File: config.mk
export PLATFORM = sky130hd
export DESIGN_NAME = cfg_image_builder
export DESIGN_NICKNAME = d
export VERILOG_FILES = /design/src/rtl/cfg_image_pkg.sv /design/src/rtl/cfg_image_ctrl.sv /design/src/rtl/cfg_image_dp.sv /design/src/rtl/cfg_image_builder.sv
export SDC_FILE = /design/constraint.sdc
export NUM_CORES = 1
export LEC_CHECK = 0
export ABC_AREA = 1
export BUFFER_PORTS_ARGS = -buffer_cell sky130_fd_sc_hd__buf_4
export CAP_MARGIN = 5
export CORE_ASPECT_RATIO = 1.1
export CORE_UTILIZATION = 36
export DETAILED_ROUTE_END_ITERATION = 6
export PLACE_DENSITY = 0.5
export SLEW_MARGIN = 0
export SYNTH_ARGS = -nofsm -noshare
export SYNTH_HDL_FRONTEND = slang
export SYNTH_SLANG_ARGS = --single-unit
File: constraint.sdc
create_clock -name clk -period 6.8 [get_ports clk]
set_input_delay 0 -clock clk [delete_from_list [all_inputs] [get_ports clk]]
set_output_delay 0 -clock clk [all_outputs]
set_load 0.01 [all_outputs]
File: src/rtl/cfg_image_pkg.sv
package cfg_image_pkg;

  localparam logic [15:0] IMAGE_SIGNATURE = 16'hBABA;
  localparam int          CTRL_WORD_IDX   = 10;
  localparam logic [15:0] CTRL_WORD_VALUE = 16'h4000;
  localparam logic [15:0] READ_IDLE_VALUE = 16'hFFFF;

  typedef enum logic [1:0] {
    BUILD_IDLE   = 2'd0,
    BUILD_FILL   = 2'd1,
    BUILD_SEAL   = 2'd2,
    BUILD_SETTLE = 2'd3
  } build_state_t;

  // strobes from control to datapath
  typedef struct packed {
    logic restart;   // capture address, clear sum and index
    logic fillStep;  // store one regular word and advance
    logic sealStep;  // store the checksum word
  } build_strobe_t;

endpackage

File: src/rtl/cfg_image_ctrl.sv
module cfg_image_ctrl
  import cfg_image_pkg::*;
(
  input  logic          clk,
  input  logic          rstN,
  input  logic          initStart,
  input  logic          fillAtEnd,
  output build_strobe_t strobe,
  output logic          imageReady
);

  build_state_t state, stateNext;
  logic         readyReg;

  always_comb begin
    stateNext = state;
    case (state)
      BUILD_IDLE:   stateNext = BUILD_IDLE;
      BUILD_FILL:   if (fillAtEnd) stateNext = BUILD_SEAL;
      BUILD_SEAL:   stateNext = BUILD_SETTLE;
      BUILD_SETTLE: stateNext = BUILD_IDLE;
      default:      stateNext = BUILD_IDLE;
    endcase
    if (initStart) stateNext = BUILD_FILL;
  end

  always_ff @(posedge clk) begin
    if (!rstN) begin
      state    <= BUILD_IDLE;
      readyReg <= 1'b0;
    end else begin
      state <= stateNext;
      if (initStart)
        readyReg <= 1'b0;
      else if (state == BUILD_SETTLE)
        readyReg <= 1'b1;
    end
  end

  always_comb begin
    strobe.restart  = initStart;
    strobe.fillStep = (state == BUILD_FILL) && !initStart;
    strobe.sealStep = (state == BUILD_SEAL) && !initStart;
  end

  assign imageReady = readyReg;

endmodule

File: src/rtl/cfg_image_dp.sv
module cfg_image_dp
  import cfg_image_pkg::*;
#(
  parameter int DEPTH = 64,
  parameter int AW    = $clog2(DEPTH)
) (
  input  logic          clk,
  input  logic          rstN,
  input  build_strobe_t strobe,
  input  logic [47:0]   stationAddr,
  input  logic          imageReady,
  input  logic [AW-1:0] rdAddr,
  output logic [15:0]   rdData,
  output logic          fillAtEnd
);

  localparam logic [AW-1:0] LAST_IDX      = AW'(DEPTH - 1);
  localparam logic [AW-1:0] LAST_FILL_IDX = AW'(DEPTH - 2);

  logic [15:0]   imageMem [DEPTH];
  logic [47:0]   addrLatch;
  logic [15:0]   sumAcc;
  logic [AW-1:0] fillIdx;
  logic [15:0]   fillWord;
  logic [15:0]   sealWord;

  always_comb begin
    if (fillIdx == AW'(0))
      fillWord = addrLatch[15:0];
    else if (fillIdx == AW'(1))
      fillWord = addrLatch[31:16];
    else if (fillIdx == AW'(2))
      fillWord = addrLatch[47:32];
    else if (fillIdx == AW'(CTRL_WORD_IDX))
      fillWord = CTRL_WORD_VALUE;
    else
      fillWord = 16'h0000;
  end

  assign sealWord  = IMAGE_SIGNATURE - sumAcc;
  assign fillAtEnd = (fillIdx == LAST_FILL_IDX) && strobe.fillStep;

  always_ff @(posedge clk) begin
    if (!rstN) begin
      addrLatch <= '0;
      sumAcc    <= '0;
      fillIdx   <= '0;
    end else if (strobe.restart) begin
      addrLatch <= stationAddr;
      sumAcc    <= '0;
      fillIdx   <= '0;
    end else if (strobe.fillStep) begin
      sumAcc  <= sumAcc + fillWord;
      fillIdx <= fillIdx + AW'(1);
    end
  end

  always_ff @(posedge clk) begin
    if (strobe.fillStep)
      imageMem[fillIdx] <= fillWord;
    else if (strobe.sealStep)
      imageMem[LAST_IDX] <= sealWord;
  end

  always_comb begin
    if (!imageReady)
      rdData = READ_IDLE_VALUE;
    else if (int'(rdAddr) < DEPTH)
      rdData = imageMem[rdAddr];
    else
      rdData = 16'h0000;
  end

endmodule

File: src/rtl/cfg_image_builder.sv
module cfg_image_builder
  import cfg_image_pkg::*;
#(
  parameter int DEPTH = 64,
  parameter int AW    = $clog2(DEPTH)
) (
  input  logic          clk,
  input  logic          rstN,
  input  logic          initStart,
  input  logic [47:0]   stationAddr,
  input  logic [AW-1:0] rdAddr,
  output logic [15:0]   rdData,
  output logic          initDone
);

  build_strobe_t strobe;
  logic          fillAtEnd;
  logic          imageReady;

  cfg_image_ctrl ctrl_i (
    .clk        (clk),
    .rstN       (rstN),
    .initStart  (initStart),
    .fillAtEnd  (fillAtEnd),
    .strobe     (strobe),
    .imageReady (imageReady)
  );

  cfg_image_dp #(.DEPTH(DEPTH), .AW(AW)) dp_i (
    .clk         (clk),
    .rstN        (rstN),
    .strobe      (strobe),
    .stationAddr (stationAddr),
    .imageReady  (imageReady),
    .rdAddr      (rdAddr),
    .rdData      (rdData),
    .fillAtEnd   (fillAtEnd)
  );

  assign initDone = imageReady;

endmodule

-- Yosys cells after proc, flatten, opt, wreduce, memory -nomap -nowiden
Memories as Yosys holds them, arrays and structs flattened.
Cells that the tools add are included.
- add/sub/neg operators: 3
- eq/ne operators: 9
- muxes and demuxes: 16
- bitwise gates (word level): 1
- reductions and logical operators: 9
- operators with widths (cell ; count):
    two-way mux 16 bit ; 5
    adder 16 bit ; 1
    OR reduction 16 bit ; 1
    subtractor 16 bit, first input constant ; 1
    two-way mux 15 bit ; 1
    two-way mux 1 bit ; 7
    adder 6 x 1 -> 6 bit, second input constant ; 1
    equality test 6 x 1 -> 1 bit, second input constant ; 1
    equality test 6 x 2 -> 1 bit, second input constant ; 1
    equality test 6 x 4 -> 1 bit, second input constant ; 1
    equality test 6 bit, second input constant ; 1
    zero test 6 bit ; 1
    two-way mux 6 bit ; 1
    one-hot mux 2 bit (3 select lines) ; 1
    equality test 2 bit, second input constant ; 2
    OR reduction 2 bit ; 2
    logical AND 1 bit ; 3
    != test 3 x 2 -> 1 bit, second input constant ; 1
    equality test 2 x 1 -> 1 bit, second input constant ; 1
    zero test 2 bit ; 1
    two-way mux 2 bit ; 1
    != test 2 x 1 -> 1 bit, second input constant ; 1
    zero test 1 bit ; 1
    inverter 1 bit ; 1
- bits in registers: 73
- RAM bits: 1024
- bits of input ports: 57
- output and inout bits: 17
- word-level logic and storage cells: 45
- memories kept: 1
- memories (name ; words ; bits a word ; read ports ; clocked after Yosys merged registers in ; wr ports ; line ; source):
    dp_i.imageMem ; 64 ; 16 ; 1 ; 0 ; 1 ; cfg_image_dp.sv:20 ; logic [15:0] imageMem [DEPTH];

-- Longest topological paths before layout
Gate-level depths: netlist of the first run.
- depth in word-level cells: 7
- depth in mapped cells: 25
- mapped depth without buffers: 23

-- Modules after synthesis
A second synthesis of the first run with hierarchy kept.
- cells, all modules: 4222
- area, all modules: 46233.1 sq um
- by module, submodules not included (module ; times used ; cells each ; area an instance (sq um) ; sequential area each (sq um)):
    cfg_image_dp ; 1 ; 4194 ; 46027.9 ; 32150.8
    cfg_image_ctrl ; 1 ; 28 ; 205.2 ; 60.1

-- Worst setup path before layout of the first run
Ideal clock, no wire load.
- kind: register to register
- start: reg dp_i.fillIdx[0]
- end: mem dp_i.imageMem[0][12] (data pin)
- setup time: 0.702 ns
- arrival time: 3.998 ns
- required time: 6.098 ns
- path slack: 2.100 ns
- stages on the path, launching flop included: 11
- path buffers: 2
- period minus slack after synthesis: 4.700 ns
- cell sequence: dfxtp_1 -> inv_1 -> clkbuf_1 -> ha_1 -> nand2_2 -> nor2_4 -> buf_6 -> nand2_1 -> nand2_1 -> a22oi_1 -> o21ai_0
- word-level cells in the longest chain between the ends: 5
- elaborated cells between the ends (all ways): 7
- those cells by class: 2 x eq/ne; 4 x mux; 1 x reduce/logical
- RTL lines (what ; line ; source):
    start, declared ; cfg_image_dp.sv:23 ; logic [AW-1:0] fillIdx;
    start signal, assigned ; cfg_image_dp.sv:54 ; fillIdx <= fillIdx + AW'(1);
    equality test 6 x 2 -> 1 bit ; cfg_image_dp.sv:32 ; else if (fillIdx == AW'(2))
    two-way mux 16 bit ; cfg_image_dp.sv:32 ;
    two-way mux 16 bit ; cfg_image_dp.sv:30 ; else if (fillIdx == AW'(1))
    two-way mux 16 bit (*) ; cfg_image_dp.sv:28 ; if (fillIdx == AW'(0))
    two-way mux 16 bit (no line) (*) ; - ;
    end, declared ; cfg_image_dp.sv:20 ;
Every way passes the cells marked *; elsewhere a longest branch is shown, timed or not.

-- Worst setup path after layout of the first run
- start: reg ctrl_i.state[0]
- end: mem dp_i.imageMem[40][12], enable pin
- word-level cells in the longest chain between the ends: 7
- elaborated cells between the ends (all ways): 12
- those cells by class: 2 x eq/ne; 7 x mux; 3 x reduce/logical
- RTL lines (what ; line ; source):
    start, declared ; cfg_image_ctrl.sv:12 ; build_state_t state, stateNext;
    start signal, assigned ; cfg_image_ctrl.sv:32 ; state <= stateNext;
    equality test 2 bit ; cfg_image_ctrl.sv:43 ; strobe.sealStep = (state == BUILD_SEAL) && !initStart;
    logical AND 1 bit ; cfg_image_ctrl.sv:43 ;
    two-way mux 1 bit ; cfg_image_dp.sv:61 ; else if (strobe.sealStep)
    two-way mux 1 bit ; cfg_image_dp.sv:59 ; if (strobe.fillStep)
    two-way mux 1 bit (implied by the code) ; cfg_image_dp.sv:62 ; imageMem[LAST_IDX] <= sealWord;
    OR reduction 16 bit (no line) ; - ;
    two-way mux 6 bit (no line) or two-way mux 1 bit (tied branches) ; - ;
Several ways; a longest one is shown, not always the timed one.

==> key figures, run 1 <==
Run status
  • Status: completed

Clocking
  • Clock buffer count from CTS: between 100 and 150
  • CTS resizes: 0
  • CTS tree: built
  • Htree depth: 3
  • Clock sink count: 1097
  • Clock Path Buffers: 3
  • Reg clk slew, reported paths: 0.06 ns
  • Clock Latency Late Sink: 0.73 ns
  • Root Driver: clkbuf_16

Logic synthesis
  • Synth cell types: 39
  • Syn_area_per_cell: 11.0 µm²
  • Number of synthesized flops with an enable pin: 1024
  • Synth area leader: edfxtp_1
  • Seq/Total Area, Yosys: a little over two thirds
  • Top cell type's share of synthesized area: 66.7%
  • Synth async-reset ratio: 0%
  • Syn Nets: 4268
  • Top cells by area, synth: edfxtp_1, nand2_1, nand3_1
  • Mapped cell area: 0.0461 mm²
  • Synthesis-stage register bit count: 1097
  • Synth Flop Type: edfxtp_1
  • Synthesis Warnings: 0
  • Gate Count Post-Synth: 4184

Detailed routing
  • Detailed-route DRC error count: 0
  • Vias: 31294
  • Via/cell ratio: slightly above 5
  • Final WL: approximately 130000 µm
  • Detailed Routing Iterations Pass 1: 5
  • Post-DRT Antenna Nets: 0
  • DR iter-0 viols: 2718
  • Wire per inst: 22.0 µm

Worst setup path
  • Reg-to-reg startpoint: ctrl_i.state[0]
  • Crit path max fanout: 23
  • R2r endpoint: dp_i.imageMem[40][12]
  • Crit-path max cell delay: 1.13 ns
  • Worst r2r path cells: 8
  • CP max-delay cell: nor2_2
  • Worst setup SP type: register
  • WP data required: 7.15 ns
  • CP cell instances: ha_1 > nor3_4 > buf_4 > inv_2 > nand2_1 > nor2_1 > nand3_1 > nor2_2
  • R2r setup slk: about 2.5 ns
  • Crit path DAT: roughly 4.7 ns
  • Crit end category: register
  • Kind of critical path: reg -> reg

GRT
  • Global-route wire length before repair: slightly below 200000 µm
  • GRT Overall Usage: 20.5%
  • Largest net degree at the start of global routing: 181
  • Vias in the first global route: 30003
  • Gr ovfl total: 0
  • Initial antenna violation count: 2

Timing
  • Clk_skew: 0.0279 ns
  • Slew HR: 19.6%
  • Worst-Margin Slew: about 1.2 ns
  • Hold Violations, Final: 0
  • FMAX: 0.233 GHz
  • Max Slew Vio Count: 0
  • Fin crit period: 4.30 ns
  • RSZ-0062 raised after global routing: no
  • Setup violators final: 0
  • Final period utilization: 63.2%
  • Setup TNS: 0 ns

Power
  • PwrDens: 277 mW/mm²
  • Pwr Total: 14.7 mW
  • Static leakage: 19.5 nW
  • VDD IR max: 212 µV

Finish
  • Diodes inserted: 0
  • Commonest non-fill, non-tap cell in the layout: nand2_1
  • Number of nets in the layout: 4415
  • Commonest non-fill, non-tap cells in the layout: nand2_1, edfxtp_1, nand3_1
  • Filler cells: 11959
  • Layout Area Growth over Synthesis: 15.0%
  • Layout cells sized above 1: between 8 and 9%

Min path
  • Hold Crit Endpoint: dp_i.addrLatch[28]
  • Hold Path Stages: 2
  • Hold Startpoint: dp_i.addrLatch[28]
  • Hold Path Class: reg -> reg

Job
  • Maxcap violations: 0

Floorplan
  • Cell row count: 137
  • Die height: 377 µm
  • Die area: ~0.13 mm²
  • Core area: roughly 0.13 mm²
  • Ports: 74
  • Starting density of the core: 36.3%
  • Die X: 343 µm

Placed design
  • PortBufs: 73
  • Hpwl dp: around 75000 µm
  • GPL Wtd Cong: between 0.8 and 0.9
[area by class of cell]
type | count | area, µm² | area share (%)
Inverter | 110 | 439 | 0.828
Multi-Input combinational cell | 2723 | 12400 | 23.3
Timing Repair Buffer | 283 | 2520 | 4.74
Clock inverter | 62 | 398 | 0.750
Sequential cell | 1097 | 32200 | 60.7
Clock buffer | 148 | 3040 | 5.74
Tap cell | 1668 | 2090 | 3.93
[cells in the mapped netlist (all sizes together), types with 17 or more instances]
| master | n |
|---|---|
| a21oi | 91 |
| buf | 205 |
| clkbuf | 49 |
| dfxtp | 73 |
| edfxtp | 1024 |
| ha | 26 |
| inv | 110 |
| nand2 | 1360 |
| nand3 | 878 |
| nor2 | 188 |
| o211ai | 17 |
| o21ai | 119 |
[metrics by stage]
step / instances / setup slack, ns / hold WS, ns / utilization, % / area [µm²]
final: 6091 / 2.50 / 0.467 / 41.8 / 53100
after global routing: 6091 / 2.32 / 0.495 / 41.8 / 53100
after CTS: 6091 / 2.58 / 0.464 / 41.8 / 53100
after detailed placement: 5752 / 2.60 / 0.227 / 38.0 / 48300
after global placement: 5752 / 2.68 / 0.223 / 38.0 / 48300
after floorplan: 4184 / 2.10 / 0.135 / - / 46100
[critical path: cells and delay by family, from the launching register on]
kind          cells  cell delay [ns]
fa+ha+maj         1             0.40
buf+inv           2             0.68
flops             1             0.38
simple gates      5             2.43
[routing by layer]
layer | routed length [µm] | track usage (%) | vias up
met5 | 7 | 0 | -
met4 | 3140 | 6.11 | 2
met3 | 7610 | 2.92 | 146
met2 | 63500 | 33.2 | 855
met1 | 59500 | 28.6 | 15428
li1 | - | - | 14863
[repair_timing]
item,CTS,global route
hold buffers,129,0
setup buffers,0,0
endpoints found under the hold margin,59,0
[where the power goes]
group | total [mW] | switching, mW | internal [mW]
registers | 7.58 | 0.0232 | 7.56
logic | 1.25 | 0.939 | 0.308
clock network | 5.87 | 2.61 | 3.25
[cells by family after synthesis]
| kind of cell | Yosys count | synth area share (%) |
|---|---|---|
| AO/OA/AOI/OAI | 236 | 2.78 |
| XOR/XNOR | 11 | 0.209 |
| adder cells (fa/ha/maj) | 27 | 0.749 |
| buffers and inverters | 364 | 3.90 |
| flip-flops | 1097 | 69.8 |
| AND/OR/NAND/NOR | 2449 | 22.5 |
[flip-flops by register name, indices dropped and copies added (netlist names)]
name / flops
ctrl_i.imageReady: 1
ctrl_i.state: 2
dp_i.addrLatch: 48
dp_i.fillIdx: 6
dp_i.imageMem: 1024
dp_i.sumAcc: 16
[how the worst max path moves through the flow]
| stage | from | end | slack, ns |
|---|---|---|---|
| 2_1_floorplan | dp_i.fillIdx[0] | dp_i.imageMem[0][12] | 2.10 |
| 3_3_place_gp | ctrl_i.state[1] | dp_i.imageMem[40][12] | 2.68 |
| 3_5_place_dp | ctrl_i.state[0] | dp_i.imageMem[40][5] | 2.60 |
| 4_1_cts | ctrl_i.state[0] | dp_i.imageMem[8][2] | 2.58 |
| 5_1_grt | ctrl_i.state[1] | dp_i.imageMem[8][2] | 2.32 |
| 6_report | ctrl_i.state[0] | dp_i.imageMem[40][12] | 2.50 |
Note: power is estimated with default switching activity, not from simulation.
==> run 2, diff against run 1 <==
PLACE_DENSITY = 0.51   (was 0.5)
clock period = 3.8 ns   (was 6.8 ns; I/O delays follow)
==> key figures, run 2 (same netlist as run 1, synthesis figures left out) <==
Run status
  • Status: completed

Timing
  • Setup violators final: 0 (unchanged)
  • WHS: 0.471 ns (+0.00442 ns)
  • Hold Violations, Final: 0 (unchanged)
  • Worst-Margin Slew: 1.13 ns (-0.0723 ns)
  • Final period utilization: 88.0% (+25 points)
  • Slew HR: 24.6% (+4.9 points)
  • FMAX: 0.299 GHz (+29%)
  • Clk_skew: 0.0293 ns (+0.00135 ns)
  • Setup TNS: 0 ns (unchanged)
  • Max Slew Vio Count: 0 (unchanged)
  • Fin crit period: 3.34 ns (-0.955 ns)
  • RSZ-0062 raised after global routing: no

Clocking
  • Clock buffer count from CTS: 110 (-5.2%)
  • Clock Path Buffers: 3 (unchanged)
  • Reg clk slew, reported paths: 0.06 ns (about the same)
  • Htree depth: 3 (unchanged)
  • Clock Latency Late Sink: 0.73 ns (about the same)
  • CTS tree: built
  • Root Driver: clkbuf_16
  • Cts hold-fix bufs: 124 (-3.9%)
  • CTS resizes: 0 (unchanged)
  • Clock sink count: 1097 (unchanged)
  • Setup bufs post-CTS: 0 (unchanged)

Finish
  • Sequential cell area: 0.0322 mm² (unchanged)
  • Biggest register: dp_i.imageMem
  • Top Registers: dp_i.imageMem (1024), dp_i.addrLatch (48), dp_i.sumAcc (16)
  • Commonest non-fill, non-tap cells in the layout: nand2_1, edfxtp_1, nand3_1
  • Max FFs per register: 1024 (unchanged)
  • Layout Area Growth over Synthesis: 16.4%
  • Filler cells: 11817 (-1.2%)
  • Commonest non-fill, non-tap cell in the layout: nand2_1
  • Area occupied by multi-input gates: 0.0124 mm² (about the same)
  • Layout cells sized above 1: 9.41% (+0.96 points)
  • Number of nets in the layout: 4460 (+1.0%)

Detailed routing
  • Via/cell ratio: 5.11 (-0.61%)
  • Wire per inst: 21.9 µm (-0.32%)
  • Final WL: 134000 µm (+0.34%)
  • Detailed-route DRC error count: 0 (unchanged)
  • Vias: 31307 (+0.042%)
  • Detailed Routing Iterations Pass 1: 6 (+1)
  • Post-DRT Antenna Nets: 0 (unchanged)
  • DR iter-0 viols: 2822 (+3.8%)

Job
  • Maxcap violations: 0 (unchanged)

Worst setup path
  • Crit end category: register
  • CP max-delay cell: o21ai_0
  • Crit path DAT: 3.96 ns (-0.69 ns)
  • WP buf/inv: 5 (+3)
  • R2r setup slk: 0.46 ns (-2.04 ns)
  • WP data required: 4.41 ns (-2.74 ns)
  • Reg-to-reg startpoint: dp_i.fillIdx[1]
  • R2r endpoint: dp_i.sumAcc[8]
  • Crit-path max cell delay: 0.48 ns (-0.65 ns)
  • Worst r2r path cells: 17 (+9)
  • Crit path max fanout: 22 (-4.3%)
  • CP dominant cell by count: inv_1
  • Kind of critical path: reg -> reg
  • CP cell instances: inv_1 > ha_1 > nand3_2 > o21ai_0 > inv_1 > ha_1 > inv_1 > fa_1 > inv_1 > nand3_1 > nand2_1 > a21oi_1 > o21ai_0 > a21oi_1 > o21ai_0 > nand2_1 > inv_1
  • Largest delay share family, worst path: compound AO/OA/AOI/OAI gates
  • Worst setup SP type: register

Power
  • Clk network pwr share: 39.7% (-0.2 points)
  • Comb power frac: 8.7% (+0.2 points)
  • Sw Ratio: 24.0% (-0.36 points)
  • VDD IR max: 350 µV (+65%)
  • Static leakage: 19.8 nW (+1.7%)
  • PwrDens: 490 mW/mm² (+77%)
  • Pwr Total: 26.3 mW (+79%)
  • Switch Pwr: 6.30 mW (+76%)
  • Internal power: 20.0 mW (+80%)
  • Reg power frac: 51.6% (about the same)

Floorplan
  • Die height: 377 µm (unchanged)
  • Cell row count: 137 (unchanged)
  • Starting density of the core: 36.3% (unchanged)
  • Ports: 74 (unchanged)
  • Die X: 343 µm (unchanged)
  • Core area: 0.127 mm² (unchanged)
  • Die area: 0.130 mm² (unchanged)

GRT
  • Initial antenna violation count: 3 (+1)
  • GRT Overall Usage: 20.8% (+0.23 points)
  • Largest net degree at the start of global routing: 123 (-32%)
  • Vias in the first global route: 30233 (+0.77%)
  • Global-route wire length before repair: 200000 µm (+1.4%)
  • Gr ovfl total: 0 (unchanged)

Min path
  • Hold Path Class: reg -> reg
  • Hold Startpoint: dp_i.addrLatch[31]
  • Hold Path Stages: 2 (unchanged)
  • Hold Crit Endpoint: dp_i.addrLatch[31]

Placed design
  • Hpwl dp: 77000 µm (+2.9%)
  • PortBufs: 73 (unchanged)
  • GPL Wtd Cong: 0.870 (+2.4%)
-- run 2: through the flow --
step | worst slack (ns) | cells | utilization, % | instance area, µm²
2_1_floorplan | 0.0601 | 4184 | - | 46100
3_3_place_gp | 0.521 | 5808 | 38.6 | 49000
3_5_place_dp | 0.442 | 5808 | 38.6 | 49000
4_1_cts | 0.429 | 6129 | 42.3 | 53700
5_1_grt | 0.0379 | 6129 | 42.3 | 53700
6_report | 0.456 | 6131 | 42.3 | 53700
-- run 2: final cells by class --
cell class | instances | share of cell area (%)
flip-flops and latches | 1097 | 60.0
multi-input cells | 2723 | 23.0
well taps | 1668 | 3.89
clock inverters | 56 | 0.921
clock buffers | 141 | 5.43
inverters | 110 | 0.818
diodes | 2 | 0.00932
repair buffers | 334 | 5.91
-- run 2: routing by layer --
metal | up-vias | global-route usage (%) | share of wire, %
met5 | - | 0 | 0
met4 | 0 | 7.31 | 3.2
met3 | 179 | 2.54 | 5.1
met2 | 851 | 32.9 | 46
met1 | 15319 | 29.2 | 45
li1 | 14958 | - | -
-- run 2: how the worst max path moves through the flow --
stage | startpoint | endpoint | cells past startpoint
2_1_floorplan | dp_i.fillIdx[0] | dp_i.imageMem[0][3] | 9
4_1_cts | dp_i.fillIdx[1] | dp_i.sumAcc[8] | 17
6_report | dp_i.fillIdx[1] | dp_i.sumAcc[8] | 17
3_3_place_gp | dp_i.fillIdx[1] | dp_i.sumAcc[8] | 17
3_5_place_dp | dp_i.fillIdx[1] | dp_i.sumAcc[8] | 17
5_1_grt | dp_i.fillIdx[1] | dp_i.sumAcc[8] | 17
-- run 2: tightest hold or removal path, stage by stage (launching register included) --
cell     delay, ns
dfxtp_1       0.31
inv_1         0.06
a21oi_1       0.06
-- run 2: power groups by stage --
| stage | sequential (mW) | combinational [mW] | clock (mW) |
|---|---|---|---|
| after floorplan | 13.8 | 1.21 | 0 |
| after global placement | 13.8 | 2.18 | 0 |
| after detailed placement | 13.8 | 2.19 | 0 |
| after CTS | 13.6 | 2.30 | 10.7 |
| after global routing | 13.6 | 2.49 | 11.1 |
| final | 13.6 | 2.29 | 10.5 |
